### src/rtl/uart_rx_mp_pkg.sv
// Package: shared types and register-map constants of the receiver.
// Assumes: included first in compile order.
package uart_rx_mp_pkg;
    typedef enum logic [1:0] {
        RX_IDLE  = 2'd0,
        RX_START = 2'd1,
        RX_DATA  = 2'd2,
        RX_STOP  = 2'd3
    } rx_state_t;

    localparam logic [1:0] ADDR_DATA   = 2'd0;
    localparam logic [1:0] ADDR_STATUS = 2'd1;
    localparam logic [1:0] ADDR_CTRL   = 2'd2;

    localparam int CB_EN    = 0;
    localparam int CB_NINE  = 1;
    localparam int CB_DBL   = 2;
    localparam int CB_MP    = 3;
    localparam int CB_IERX  = 4;
    localparam int CB_IETXC = 5;
    localparam int CB_IEDRE = 6;
    localparam int CTRL_W   = 7;
endpackage

### src/rtl/uart_rx_mp_sync.sv
// Synchroniser: brings the asynchronous serial line into the clock domain.
// Assumes: line idles high, so the flops reset to 1.
module uart_rx_mp_sync #(
    parameter int STAGES = 2
) (
    input  logic clk,
    input  logic rst_n,
    input  logic async_i,
    output logic sync_o
);
    logic [STAGES-1:0] chain_q;

    // Shift the line through the synchroniser chain.
    always_ff @(posedge clk) begin
        if (!rst_n) chain_q <= '1;
        else        chain_q <= {chain_q[STAGES-2:0], async_i};
    end

    assign sync_o = chain_q[STAGES-1];
endmodule

### src/rtl/uart_rx_mp_sampler.sv
// Sampler: start detection, three-sample majority vote per bit and frame
// assembly. Emits a one-cycle valid pulse with the byte, ninth bit and stop.
// Assumes: OSR is a multiple of 4; dbl_i and nine_i are stable during a frame.
module uart_rx_mp_sampler
    import uart_rx_mp_pkg::*;
#(
    parameter int OSR = 16
) (
    input  logic       clk,
    input  logic       rst_n,
    input  logic       enable_i,
    input  logic       tick_i,
    input  logic       dbl_i,
    input  logic       nine_i,
    input  logic       rx_i,
    output logic       valid_o,
    output logic [7:0] byte_o,
    output logic       ninth_o,
    output logic       stop_ok_o
);
    localparam int CW = $clog2(OSR);
    localparam logic [CW-1:0] LAST_N = CW'(OSR - 1);
    localparam logic [CW-1:0] LAST_D = CW'(OSR / 2 - 1);
    localparam logic [CW-1:0] MID_N  = CW'(OSR / 2);
    localparam logic [CW-1:0] MID_D  = CW'(OSR / 4);

    rx_state_t     state_q;
    logic [CW-1:0] cnt_q;
    logic [3:0]    bitcnt_q;
    logic [8:0]    sh_q;
    logic          v0_q, v1_q;

    logic [CW-1:0] last_idx, mid_idx, mid_lo, mid_hi;
    logic [3:0]    nbits;
    logic          vote;

    // Per-mode sample positions and character length.
    always_comb begin
        last_idx = dbl_i ? LAST_D : LAST_N;
        mid_idx  = dbl_i ? MID_D : MID_N;
        mid_lo   = mid_idx - 1'b1;
        mid_hi   = mid_idx + 1'b1;
        nbits    = nine_i ? 4'd9 : 4'd8;
        vote     = (v0_q & v1_q) | (v0_q & rx_i) | (v1_q & rx_i);
    end

    // Frame state machine driven by the baud tick.
    always_ff @(posedge clk) begin
        if (!rst_n) begin
            state_q   <= RX_IDLE;
            cnt_q     <= '0;
            bitcnt_q  <= '0;
            sh_q      <= '0;
            v0_q      <= 1'b1;
            v1_q      <= 1'b1;
            valid_o   <= 1'b0;
            byte_o    <= '0;
            ninth_o   <= 1'b1;
            stop_ok_o <= 1'b1;
        end else begin
            valid_o <= 1'b0;
            if (!enable_i) begin
                state_q <= RX_IDLE;
            end else if (tick_i) begin
                if (state_q == RX_IDLE) begin
                    if (!rx_i) begin
                        state_q <= RX_START;
                        cnt_q   <= {{(CW-1){1'b0}}, 1'b1};
                    end
                end else begin
                    if (cnt_q == mid_lo) v0_q <= rx_i;
                    if (cnt_q == mid_idx) v1_q <= rx_i;
                    if (cnt_q == mid_hi) begin
                        case (state_q)
                            RX_START: if (vote) state_q <= RX_IDLE;
                            RX_DATA: begin
                                sh_q     <= {vote, sh_q[8:1]};
                                bitcnt_q <= bitcnt_q + 4'd1;
                            end
                            RX_STOP: begin
                                valid_o   <= 1'b1;
                                byte_o    <= nine_i ? sh_q[7:0] : sh_q[8:1];
                                ninth_o   <= nine_i ? sh_q[8] : vote;
                                stop_ok_o <= vote;
                                state_q   <= RX_IDLE;
                            end
                            default: ;
                        endcase
                    end
                    if (cnt_q == last_idx) begin
                        cnt_q <= '0;
                        if (state_q == RX_START) begin
                            state_q  <= RX_DATA;
                            bitcnt_q <= '0;
                        end else if (state_q == RX_DATA && bitcnt_q == nbits) begin
                            state_q <= RX_STOP;
                        end
                    end else begin
                        cnt_q <= cnt_q + 1'b1;
                    end
                end
            end
        end
    end
endmodule

### src/rtl/uart_rx_mp_regs.sv
// Register file: data register, buffered overrun, framing and receive flags,
// multiprocessor filtering, control bits and interrupt gating.
// Assumes: one bus strobe per cycle; read data is combinational.
module uart_rx_mp_regs
    import uart_rx_mp_pkg::*;
(
    input  logic       clk,
    input  logic       rst_n,
    input  logic       fr_valid_i,
    input  logic [7:0] fr_byte_i,
    input  logic       fr_ninth_i,
    input  logic       fr_stop_ok_i,
    input  logic [1:0] bus_addr_i,
    input  logic       bus_wr_i,
    input  logic       bus_rd_i,
    input  logic [7:0] bus_wdata_i,
    output logic [7:0] bus_rdata_o,
    input  logic       glb_irq_en_i,
    input  logic       tx_done_i,
    input  logic       tx_empty_i,
    output logic       irq_rx_o,
    output logic       irq_txc_o,
    output logic       irq_dre_o,
    output logic [CTRL_W-1:0] ctrl_o,
    output logic       rxc_o,
    output logic       ovr_o,
    output logic       fe_o
);
    logic [CTRL_W-1:0] ctrl_q;
    logic [7:0]        data_q;
    logic              ninth_q, rxc_q, ovr_q, fe_q, ovr_pend_q;
    logic              rd_data, accept, room, transfer, lost;
    logic              unused_wdata;

    assign unused_wdata = bus_wdata_i[7];

    // Decide whether a finished frame is taken, dropped or lost.
    always_comb begin
        rd_data  = bus_rd_i && (bus_addr_i == ADDR_DATA);
        accept   = fr_valid_i && ctrl_q[CB_EN] && !(ctrl_q[CB_MP] && !fr_ninth_i);
        room     = !rxc_q || rd_data;
        transfer = accept && room;
        lost     = accept && !room;
    end

    // Control register write port.
    always_ff @(posedge clk) begin
        if (!rst_n)                                    ctrl_q <= '0;
        else if (bus_wr_i && bus_addr_i == ADDR_CTRL)  ctrl_q <= bus_wdata_i[CTRL_W-1:0];
    end

    // Receive data, ninth bit and status flags.
    always_ff @(posedge clk) begin
        if (!rst_n) begin
            data_q     <= '0;
            ninth_q    <= 1'b1;
            rxc_q      <= 1'b0;
            ovr_q      <= 1'b0;
            fe_q       <= 1'b0;
            ovr_pend_q <= 1'b0;
        end else if (transfer) begin
            data_q     <= fr_byte_i;
            ninth_q    <= fr_ninth_i;
            fe_q       <= !fr_stop_ok_i;
            rxc_q      <= 1'b1;
            ovr_q      <= 1'b0;
            ovr_pend_q <= 1'b0;
        end else begin
            if (rd_data) begin
                rxc_q <= 1'b0;
                if (ovr_pend_q && ctrl_q[CB_EN]) begin
                    ovr_q      <= 1'b1;
                    ovr_pend_q <= 1'b0;
                end
            end
            if (lost) ovr_pend_q <= 1'b1;
        end
    end

    // Combinational read mux.
    always_comb begin
        case (bus_addr_i)
            ADDR_DATA:   bus_rdata_o = data_q;
            ADDR_STATUS: bus_rdata_o = {5'b0, fe_q, ovr_q, rxc_q};
            ADDR_CTRL:   bus_rdata_o = {ninth_q, ctrl_q};
            default:     bus_rdata_o = 8'h00;
        endcase
    end

    // Interrupt gating.
    always_comb begin
        irq_rx_o  = glb_irq_en_i && ctrl_q[CB_IERX]  && rxc_q;
        irq_txc_o = glb_irq_en_i && ctrl_q[CB_IETXC] && tx_done_i;
        irq_dre_o = glb_irq_en_i && ctrl_q[CB_IEDRE] && tx_empty_i;
    end

    assign ctrl_o = ctrl_q;
    assign rxc_o  = rxc_q;
    assign ovr_o  = ovr_q;
    assign fe_o   = fe_q;
endmodule

### src/rtl/uart_rx_mp.sv
// Top: synchroniser, bit sampler and register file of the UART receiver.
// Assumes: baud_tick_i pulses at OSR times the nominal bit rate.
module uart_rx_mp
    import uart_rx_mp_pkg::*;
#(
    parameter int OSR       = 16,
    parameter int SYNC_DEPTH = 2
) (
    input  logic       clk,
    input  logic       rst_n,
    input  logic       rxd_i,
    input  logic       baud_tick_i,
    input  logic [1:0] bus_addr_i,
    input  logic       bus_wr_i,
    input  logic       bus_rd_i,
    input  logic [7:0] bus_wdata_i,
    output logic [7:0] bus_rdata_o,
    input  logic       glb_irq_en_i,
    input  logic       tx_done_i,
    input  logic       tx_empty_i,
    output logic       irq_rx_o,
    output logic       irq_txc_o,
    output logic       irq_dre_o
);
    logic              rx_sync;
    logic              fr_valid, fr_ninth, fr_stop_ok;
    logic [7:0]        fr_byte;
    logic [CTRL_W-1:0] ctrl_w;
    logic              rxc_w, ovr_w, fe_w;

    uart_rx_mp_sync #(.STAGES(SYNC_DEPTH)) sync_i (
        .clk(clk), .rst_n(rst_n), .async_i(rxd_i), .sync_o(rx_sync)
    );

    uart_rx_mp_sampler #(.OSR(OSR)) samp_i (
        .clk(clk), .rst_n(rst_n), .enable_i(ctrl_w[CB_EN]), .tick_i(baud_tick_i),
        .dbl_i(ctrl_w[CB_DBL]), .nine_i(ctrl_w[CB_NINE]), .rx_i(rx_sync),
        .valid_o(fr_valid), .byte_o(fr_byte), .ninth_o(fr_ninth), .stop_ok_o(fr_stop_ok)
    );

    uart_rx_mp_regs regs_i (
        .clk(clk), .rst_n(rst_n),
        .fr_valid_i(fr_valid), .fr_byte_i(fr_byte), .fr_ninth_i(fr_ninth),
        .fr_stop_ok_i(fr_stop_ok),
        .bus_addr_i(bus_addr_i), .bus_wr_i(bus_wr_i), .bus_rd_i(bus_rd_i),
        .bus_wdata_i(bus_wdata_i), .bus_rdata_o(bus_rdata_o),
        .glb_irq_en_i(glb_irq_en_i), .tx_done_i(tx_done_i), .tx_empty_i(tx_empty_i),
        .irq_rx_o(irq_rx_o), .irq_txc_o(irq_txc_o), .irq_dre_o(irq_dre_o),
        .ctrl_o(ctrl_w), .rxc_o(rxc_w), .ovr_o(ovr_w), .fe_o(fe_w)
    );
endmodule

### config.mk
export PLATFORM = sky130hd
export DESIGN_NAME = uart_rx_mp
export DESIGN_NICKNAME = d
export VERILOG_FILES = /design/src/rtl/uart_rx_mp_pkg.sv /design/src/rtl/uart_rx_mp_sync.sv /design/src/rtl/uart_rx_mp_sampler.sv /design/src/rtl/uart_rx_mp_regs.sv /design/src/rtl/uart_rx_mp.sv
export SDC_FILE = /design/constraint.sdc
export NUM_CORES = 1
export LEC_CHECK = 0
export CORE_UTILIZATION = 62
export CTS_BUF_LIST = sky130_fd_sc_hd__clkbuf_8
export CTS_CLUSTER_SIZE = 40
export DETAILED_ROUTE_END_ITERATION = 8
export GPL_TIMING_DRIVEN = 0
export PLACE_DENSITY = 0.87
export SKIP_CTS_REPAIR_TIMING = 1
export SLEW_MARGIN = 20
export SYNTH_ARGS = -nofsm -noshare
export SYNTH_HDL_FRONTEND = slang
export SYNTH_SLANG_ARGS = --single-unit
### constraint.sdc
create_clock -name clk -period 3.4 [get_ports clk]
set_clock_uncertainty 0.2 [all_clocks]
set_input_delay 0.85 -clock clk [delete_from_list [all_inputs] [get_ports clk]]
set_output_delay 0.85 -clock clk [all_outputs]
set_load 0.02 [all_outputs]
==> results.json, run 1 <==
{
  "synthArstFlopShare": 0,
  "fp.dieH_um": 67.5,
  "synth_edf_count": 0,
  "dieArea_um2": 4550,
  "critPathKind": "in2out",
  "netlist_top_cells_count": "dfxtp_1, mux2i_1, nor2b_1",
  "grt_pass1_vias": 1858,
  "synth_area_leader_cell": "dfxtp_1",
  "syn_nets": 298,
  "clock_tree.root_cell": "clkbuf_8",
  "seq_area_frac_synth": 0.407,
  "ys_warn_count": 0,
  "cts_tree": "built",
  "postLayoutCoreUtil": 0.768,
  "power_leakage_nw": 1.34,
  "nets": 333,
  "grt_max_degree": 18,
  "num_antenna_cells": 0,
  "routed_via_density": 5.64,
  "peakVddDrop_uv": 298,
  "setup_slack_ns": 0.123,
  "worst_slew_pin_slew_ns": 0.622,
  "min_period_ns": 3.28,
  "rows": 23,
  "core_um2": 4060,
  "synthXorXnorAreaFrac": 0.0198,
  "start_util": 0.655,
  "place_inst": 353,
  "syn_area_per_cell_um2": 9.66,
  "hold_path_class": "reg2reg",
  "synthDistinctLibCells": 47,
  "synthTopCellsByArea": "dfxtp_1, mux2i_1, nor2b_1, nand2_1, o211a_1",
  "tns_ns": 0,
  "die_w_um": 67.5,
  "finalCritPeriodShare": 0.964,
  "status": "completed",
  "worst_ep_required_time_ns": 2.35,
  "hpwlAfterDp_um": 3820,
  "clock_latency_ns": 0.31,
  "drcViolationCount": 0,
  "maxCapViolations": 0,
  "wire_per_inst_um": 15.2,
  "grt_pass1_wl_um": 8830,
  "slew_viol_final": 0,
  "synth_fa_ha_area_frac": 0.0226,
  "rsz0062_at_grt": "no",
  "instances_no_fill": 361,
  "synth_top_area_share": 0.407,
  "antenna_found_initial": 0,
  "h-tree-depth": 2,
  "clkTransAtPathRegs_ns": 0.09,
  "synthMostInstantiatedCell": "dfxtp_1",
  "cts_buffers": 5,
  "vias": 2036,
  "drive_above_1_share": 0.0772,
  "cts.path.max_buffers": 2,
  "synthMuxAreaShare": 0.181,
  "synthToLayoutAreaGrowth_pct": 17.4,
  "r2r_cells": 6,
  "worstSetupEndpointType": "output port",
  "synth_compound_area_frac": 0.123,
  "holdPathStages": 1,
  "nFillCells": 284,
  "routabilityCongestion": 0.802,
  "critPathLaunchType": "input port",
  "drt_wl_total_um": 5480,
  "first_pass_iters": 4,
  "clock_sinks": 54,
  "synthesis.area_um2": 2660,
  "fmax_mhz": 305,
  "antenna_left": 0,
  "path_max_fanout": 10,
  "power_density_nw_per_um2": 343,
  "arrival_ns": 2.23,
  "ios": 30,
  "initialDrtViolationCount": 104,
  "setup_viol": 0,
  "pre_cts_ws_ns": -0.562,
  "syn_inst": 275,
  "synth-simple-area-share": 0.197,
  "synth_top_family_by_area": "simple AND/OR/NAND/NOR gates",
  "gr-total-overflow": 0,
  "ys_ff_latch": 54,
  "grt_usage": 0.262,
  "ys.flop_type": "dfxtp_1",
  "hold_viol": 0,
  "relSlewSlack": 0.585,
  "port_buffers": 28
}
through the flow:
step | hold slack (ns) | area (um2) | power, W
6_report | 0.229 | 3120 | 0.00107
3_5_place_dp | 0.209 | 3000 | 0.000727
4_1_cts | 0.238 | 3090 | 0.00108
5_1_grt | 0.242 | 3120 | 0.00111
2_1_floorplan | 0.186 | 2660 | 0.000691
3_3_place_gp | 0.189 | 3000 | 0.000726
layout make-up:
cell class	instances	area, um2	area share
Multi-Input combinational cell	194	1450	0.463
Timing Repair Buffer	28	300	0.0963
Inverter	7	26.3	0.00843
Buffer	20	113	0.0361
Sequential cell	54	1080	0.347
Tap cell	50	62.6	0.0201
Clock buffer	5	68.8	0.0221
Clock inverter	3	21.3	0.00682
cell usage in the layout (no fill, tap or decap), types with 7 or more instances in the layout:
cell             instances
nor2_1                  14
clkdlybuf4s50_1         20
inv_1                    7
dlymetal6s2s_1           8
nor2b_1                 27
o211a_1                  8
o21ai_0                  7
dfxtp_1                 54
mux2i_1                 47
clkbuf_1                10
nand2_1                 23
state kept, by name, summed over array words and instances (netlist names):
name               cells
regs_i.ctrl_o          7
regs_i.data_q          8
regs_i.fe_o            1
regs_i.ninth_q         1
regs_i.ovr_o           1
regs_i.ovr_pend_q      1
regs_i.rxc_o           1
samp_i.bitcnt_q        4
samp_i.byte_o          8
samp_i.cnt_q           4
samp_i.ninth_o         1
samp_i.sh_q            9
samp_i.state_q         2
samp_i.stop_ok_o       1
samp_i.v0_q            1
samp_i.v1_q            1
samp_i.valid_o         1
sync_i.chain_q         2
kinds of logic (layout without fill, tap and decap cells):
logic type                 Yosys count  in the layout
buffers and inverters               27             63
DFF                                 54             54
and+or+nand+nor                     95             95
AOI/OAI and AO/OA                   40             40
muxes                               48             48
xor gates and xnor gates             6              6
adders and majority gates            5              5
routing by layer:
layer  part of all wire  wire [um]  global-route usage  vias up
li1                   -          -                   -     1025
met4              0.012         67              0.0771        0
met3              0.040        218              0.0422        8
met1               0.47       2580               0.355      961
met5                  0          0                   0        -
met2               0.48       2610               0.425       42
worst max-delay path, stage by stage:
cell	delay, ns
clkdlybuf4s50_1	0.50
clkbuf_2	0.23
nor2b_1	0.23
nand2_1	0.08
o21ai_0	0.08
dlymetal6s2s_1	0.25
worst paths after layout:
kind	startpoint	to	slack, ns
max	bus_addr_i[0]	bus_rdata_o[2]	0.12
min reg2reg	sync_i.chain_q[0]	sync_i.chain_q[1]	0.23
min	sync_i.chain_q[0]	sync_i.chain_q[1]	0.23
max reg2reg	samp_i.cnt_q[0]	samp_i.stop_ok_o	1.30
where the power goes:
| part | switching, W | leakage [nW] | internal, W |
|---|---|---|---|
| clock network | 0.000211 | 0.0441 | 0.000145 |
| logic | 0.0000353 | 0.856 | 0.0000402 |
| registers | 0.00000294 | 0.436 | 0.000636 |
| total | 0.000250 | 1.34 | 0.000821 |
No activity file was read; power rests on OpenSTA's default activity.
==> run 2, diff against run 1 <==
--- a/config.mk
+++ b/config.mk
@@ -9,8 +9,9 @@
 export CTS_BUF_LIST = sky130_fd_sc_hd__clkbuf_8
 export CTS_CLUSTER_SIZE = 40
 export DETAILED_ROUTE_END_ITERATION = 8
+export GPL_ROUTABILITY_DRIVEN = 1
 export GPL_TIMING_DRIVEN = 0
-export PLACE_DENSITY = 0.87
+export PLACE_DENSITY_LB_ADDON = 0.3
 export SKIP_CTS_REPAIR_TIMING = 1
 export SLEW_MARGIN = 20
 export SYNTH_ARGS = -nofsm -noshare
==> results.json, run 2 (synthesis results as in run 1) <==
{
  "core_um2": 4060,
  "dieArea_um2": 4550,
  "setup_viol": 0,
  "antenna_left": 0,
  "routed_via_density": 5.75,
  "fin_total_pwr_w": 0.00108,
  "fmax_mhz": 304,
  "reg_top3": "samp_i.sh_q x9, regs_i.data_q x8, samp_i.byte_o x8",
  "slew_viol_final": 0,
  "clkTransAtPathRegs_ns": 0.10,
  "nets": 333,
  "drcViolationCount": 0,
  "grt_pass1_vias": 1929,
  "worst_ep_required_time_ns": 2.35,
  "grt_usage": 0.262,
  "cts.path.max_buffers": 2,
  "finalCritPeriodShare": 0.968,
  "worst_slew_pin_slew_ns": 0.606,
  "routabilityCongestion": 0.849,
  "path_max_fanout": 10,
  "relSlewSlack": 0.596,
  "cts_buffers": 5,
  "num_antenna_cells": 0,
  "worstSetupEndpointType": "output port",
  "die_w_um": 67.5,
  "fp.dieH_um": 67.5,
  "clock_sinks": 54,
  "clock_tree.root_cell": "clkbuf_8",
  "status": "completed",
  "post_dp_cell_area_um2": 3000,
  "clock_latency_ns": 0.31,
  "hold_path_class": "reg2reg",
  "h-tree-depth": 2,
  "wl_met2_um": 2540,
  "first_pass_iters": 4,
  "antenna_found_initial": 0,
  "layout_common_cells": "dfxtp_1, mux2i_1, nor2b_1",
  "rsz0062_at_grt": "no",
  "power_leakage_nw": 1.33,
  "grt_max_degree": 16,
  "wl_met3_um": 277,
  "nFillCells": 301,
  "port_buffers": 28,
  "maxCapViolations": 0,
  "ios": 30,
  "postLayoutCellArea_um2": 3110,
  "vias": 2074,
  "final_common_cell": "dfxtp_1",
  "wire_per_inst_um": 15.2,
  "rows": 23,
  "place_inst": 353,
  "critPathKind": "in2out",
  "critPathLaunchType": "input port",
  "instances_no_fill": 361,
  "regMostFlops": "samp_i.sh_q",
  "power_density_nw_per_um2": 348,
  "initialDrtViolationCount": 143,
  "routedLengthMet1_um": 2540,
  "synthToLayoutAreaGrowth_pct": 17.0,
  "hold_viol": 0,
  "gr-total-overflow": 0,
  "start_util": 0.655,
  "min_period_ns": 3.29,
  "largest_reg_flops": 9,
  "peakVddDrop_uv": 263,
  "postLayoutCoreUtil": 0.766,
  "drt_wl_total_um": 5500,
  "topRoutingLayerUsed": "met4",
  "arrival_ns": 2.24,
  "hpwlAfterDp_um": 3950,
  "drive_above_1_share": 0.0772,
  "cts_tree": "built",
  "grt_pass1_wl_um": 8690
}
==> run 2: worst paths after layout <==
path | from | depth (start not counted) | slack [ns] | end
max | bus_addr_i[0] | 6 | 0.11 | bus_rdata_o[2]
min | sync_i.chain_q[0] | 1 | 0.23 | sync_i.chain_q[1]
max reg2reg | samp_i.cnt_q[0] | 6 | 1.35 | samp_i.stop_ok_o
min reg2reg | sync_i.chain_q[0] | 1 | 0.23 | sync_i.chain_q[1]
==> run 2: final cells by class <==
class | count | area, um2 | area share
repair buffers | 28 | 293 | 0.0942
well taps | 50 | 62.6 | 0.0201
inverters | 7 | 26.3 | 0.00845
clock inverters | 2 | 8.76 | 0.00282
multi-input cells | 194 | 1450 | 0.465
plain buffers | 20 | 109 | 0.0350
clock buffers | 6 | 82.6 | 0.0266
flip-flops and latches | 54 | 1080 | 0.348
==> run 2: metal layers <==
layer  vias up  track usage
li1       1026            -
met3        16       0.0439
met1       965        0.333
met2        67        0.431
met4         0        0.122
met5         -            0
==> run 2: power breakdown <==
part           leakage (nW)  switching, W  internal, W
Sequential            0.436    0.00000304     0.000636
Clock                0.0524      0.000205     0.000162
Combinational         0.838     0.0000349    0.0000397
Total                  1.33      0.000243     0.000837
==> run 2: through the flow <==
stage / hold slack [ns] / TNS, ns / setup slack (ns)
2_1_floorplan: 0.186 / 0 / 0.477
3_3_place_gp: 0.192 / -3.55 / -0.544
3_5_place_dp: 0.202 / -3.77 / -0.573
4_1_cts: 0.227 / -3.84 / -0.581
5_1_grt: 0.254 / 0 / 0.0139
6_report: 0.227 / 0 / 0.107
==> run 2: critical path: stages <==
cell and delay [ns]:
clkdlybuf4s50_1 0.49, clkbuf_2 0.23, nor2b_1 0.24, nand2_1 0.08, o21ai_0 0.10, dlymetal6s2s_1 0.26
==> run 3, diff against run 2 <==
--- a/config.mk
+++ b/config.mk
@@ -5,8 +5,7 @@
 export SDC_FILE = /design/constraint.sdc
 export NUM_CORES = 1
 export LEC_CHECK = 0
-export CORE_UTILIZATION = 62
-export CTS_BUF_LIST = sky130_fd_sc_hd__clkbuf_8
+export CORE_UTILIZATION = 60
 export CTS_CLUSTER_SIZE = 40
 export DETAILED_ROUTE_END_ITERATION = 8
 export GPL_ROUTABILITY_DRIVEN = 1
==> results.json, run 3 (synthesis results as in run 1) <==
{
  "initialDrtViolationCount": 72,
  "grt_usage": 0.258,
  "slew_viol_final": 0,
  "final_common_cell": "dfxtp_1",
  "die_w_um": 68.5,
  "slowest_delay_ns": 0.50,
  "postLayoutCellArea_um2": 3130,
  "grt_pass1_vias": 1881,
  "regMostFlops": "samp_i.sh_q",
  "pre_cts_ws_ns": -0.520,
  "worst_ep_required_time_ns": 2.35,
  "fp.dieH_um": 68.5,
  "setup_slack_ns": 0.143,
  "finalCritPeriodShare": 0.958,
  "drt_wl_total_um": 5570,
  "synthToLayoutAreaGrowth_pct": 17.7,
  "drcViolationCount": 0,
  "fmax_mhz": 307,
  "cp_cell_sequence": "clkdlybuf4s50_1 > clkbuf_2 > nor2b_1 > nand2_1 > o21ai_0 > dlymetal6s2s_1",
  "h-tree-depth": 2,
  "antenna_found_initial": 0,
  "port_buffers": 28,
  "drive_above_1_share": 0.0836,
  "clkTransAtPathRegs_ns": 0.10,
  "routabilityCongestion": 0.786,
  "power_leakage_nw": 1.31,
  "routed_via_density": 5.66,
  "min_period_ns": 3.26,
  "dieArea_um2": 4700,
  "layout_common_cells": "dfxtp_1, mux2i_1, nor2b_1",
  "core_um2": 4120,
  "post_dp_cell_area_um2": 3000,
  "cts_buffers": 5,
  "hold_viol": 0,
  "setup_viol": 0,
  "nets": 333,
  "power_density_nw_per_um2": 370,
  "critPathLaunchType": "input port",
  "path_max_fanout": 10,
  "place_inst": 353,
  "tns_ns": 0,
  "gr-total-overflow": 0,
  "start_util": 0.645,
  "worstSetupEndpointType": "output port",
  "peakVddDrop_uv": 407,
  "cp_top_family": "buffers and inverters",
  "hpwlAfterDp_um": 3980,
  "rsz0062_at_grt": "no",
  "cts.path.max_buffers": 2,
  "wire_per_inst_um": 15.4,
  "critPathKind": "in2out",
  "largest_reg_flops": 9,
  "worst_path_max_delay_cell": "clkdlybuf4s50_1",
  "vias": 2044,
  "relSlewSlack": 0.601,
  "rows": 23,
  "reg_top3": "samp_i.sh_q x9, regs_i.data_q x8, samp_i.byte_o x8",
  "maxCapViolations": 0,
  "grt_max_degree": 19,
  "grt_pass1_wl_um": 8780,
  "clock_tree.root_cell": "clkbuf_8",
  "instances_no_fill": 361,
  "hold_path_class": "reg2reg",
  "status": "completed",
  "path_buf_inv": 3,
  "ios": 30,
  "clock_latency_ns": 0.31,
  "first_pass_iters": 4,
  "arrival_ns": 2.21,
  "rrSetupSlack_ns": 1.24,
  "cts_tree": "built",
  "clock_sinks": 54,
  "num_antenna_cells": 0,
  "antenna_left": 0,
  "worst_slew_pin_slew_ns": 0.598
}
==> run 3: cell types whose count changed in the layout (fill, tap and decap cells not counted), sizes merged <==
cell / delta
clkinv: -1
dlymetal6s2s: -1
clkinvlp: +1
bufinv: +1
==> run 3: worst paths after layout <==
kind,from,to,cells past startpoint
worst max-delay path,bus_addr_i[0],bus_rdata_o[1],6
worst min-delay path,sync_i.chain_q[0],sync_i.chain_q[1],1
worst max register to register,samp_i.cnt_q[0],samp_i.ninth_o,6
worst min register to register,sync_i.chain_q[0],sync_i.chain_q[1],1
==> run 3: power breakdown <==
group	leakage, nW	switching [W]	internal (W)
clock network	0.0563	0.000220	0.000224
registers	0.436	0.00000279	0.000636
logic	0.820	0.0000346	0.0000396
==> run 3: layout make-up <==
cell class | count | area (um2)
clock inverter | 3 | 48.8
tap | 50 | 62.6
clock buffer | 5 | 68.8
inverter | 7 | 26.3
multi-input combinational | 194 | 1450
fill | 313 | 988
timing repair buffer | 28 | 285
buffer | 20 | 109
sequential | 54 | 1080
==> run 3: stage by stage <==
step	hold WS, ns	util	total power, W
2_1_floorplan	0.186	-	0.000691
6_report	0.239	0.760	0.00116
3_3_place_gp	0.188	0.729	0.000726
3_5_place_dp	0.212	0.729	0.000727
4_1_cts	0.240	0.757	0.00117
5_1_grt	0.259	0.760	0.00119
==> run 3: layer usage <==
metal  track usage  part of all wire  up-vias
met5             0                 0        -
met4         0.112             0.015        0
met3        0.0461             0.045        7
met2         0.422              0.46       49
met1         0.332              0.48      963
li1              -                 -     1025
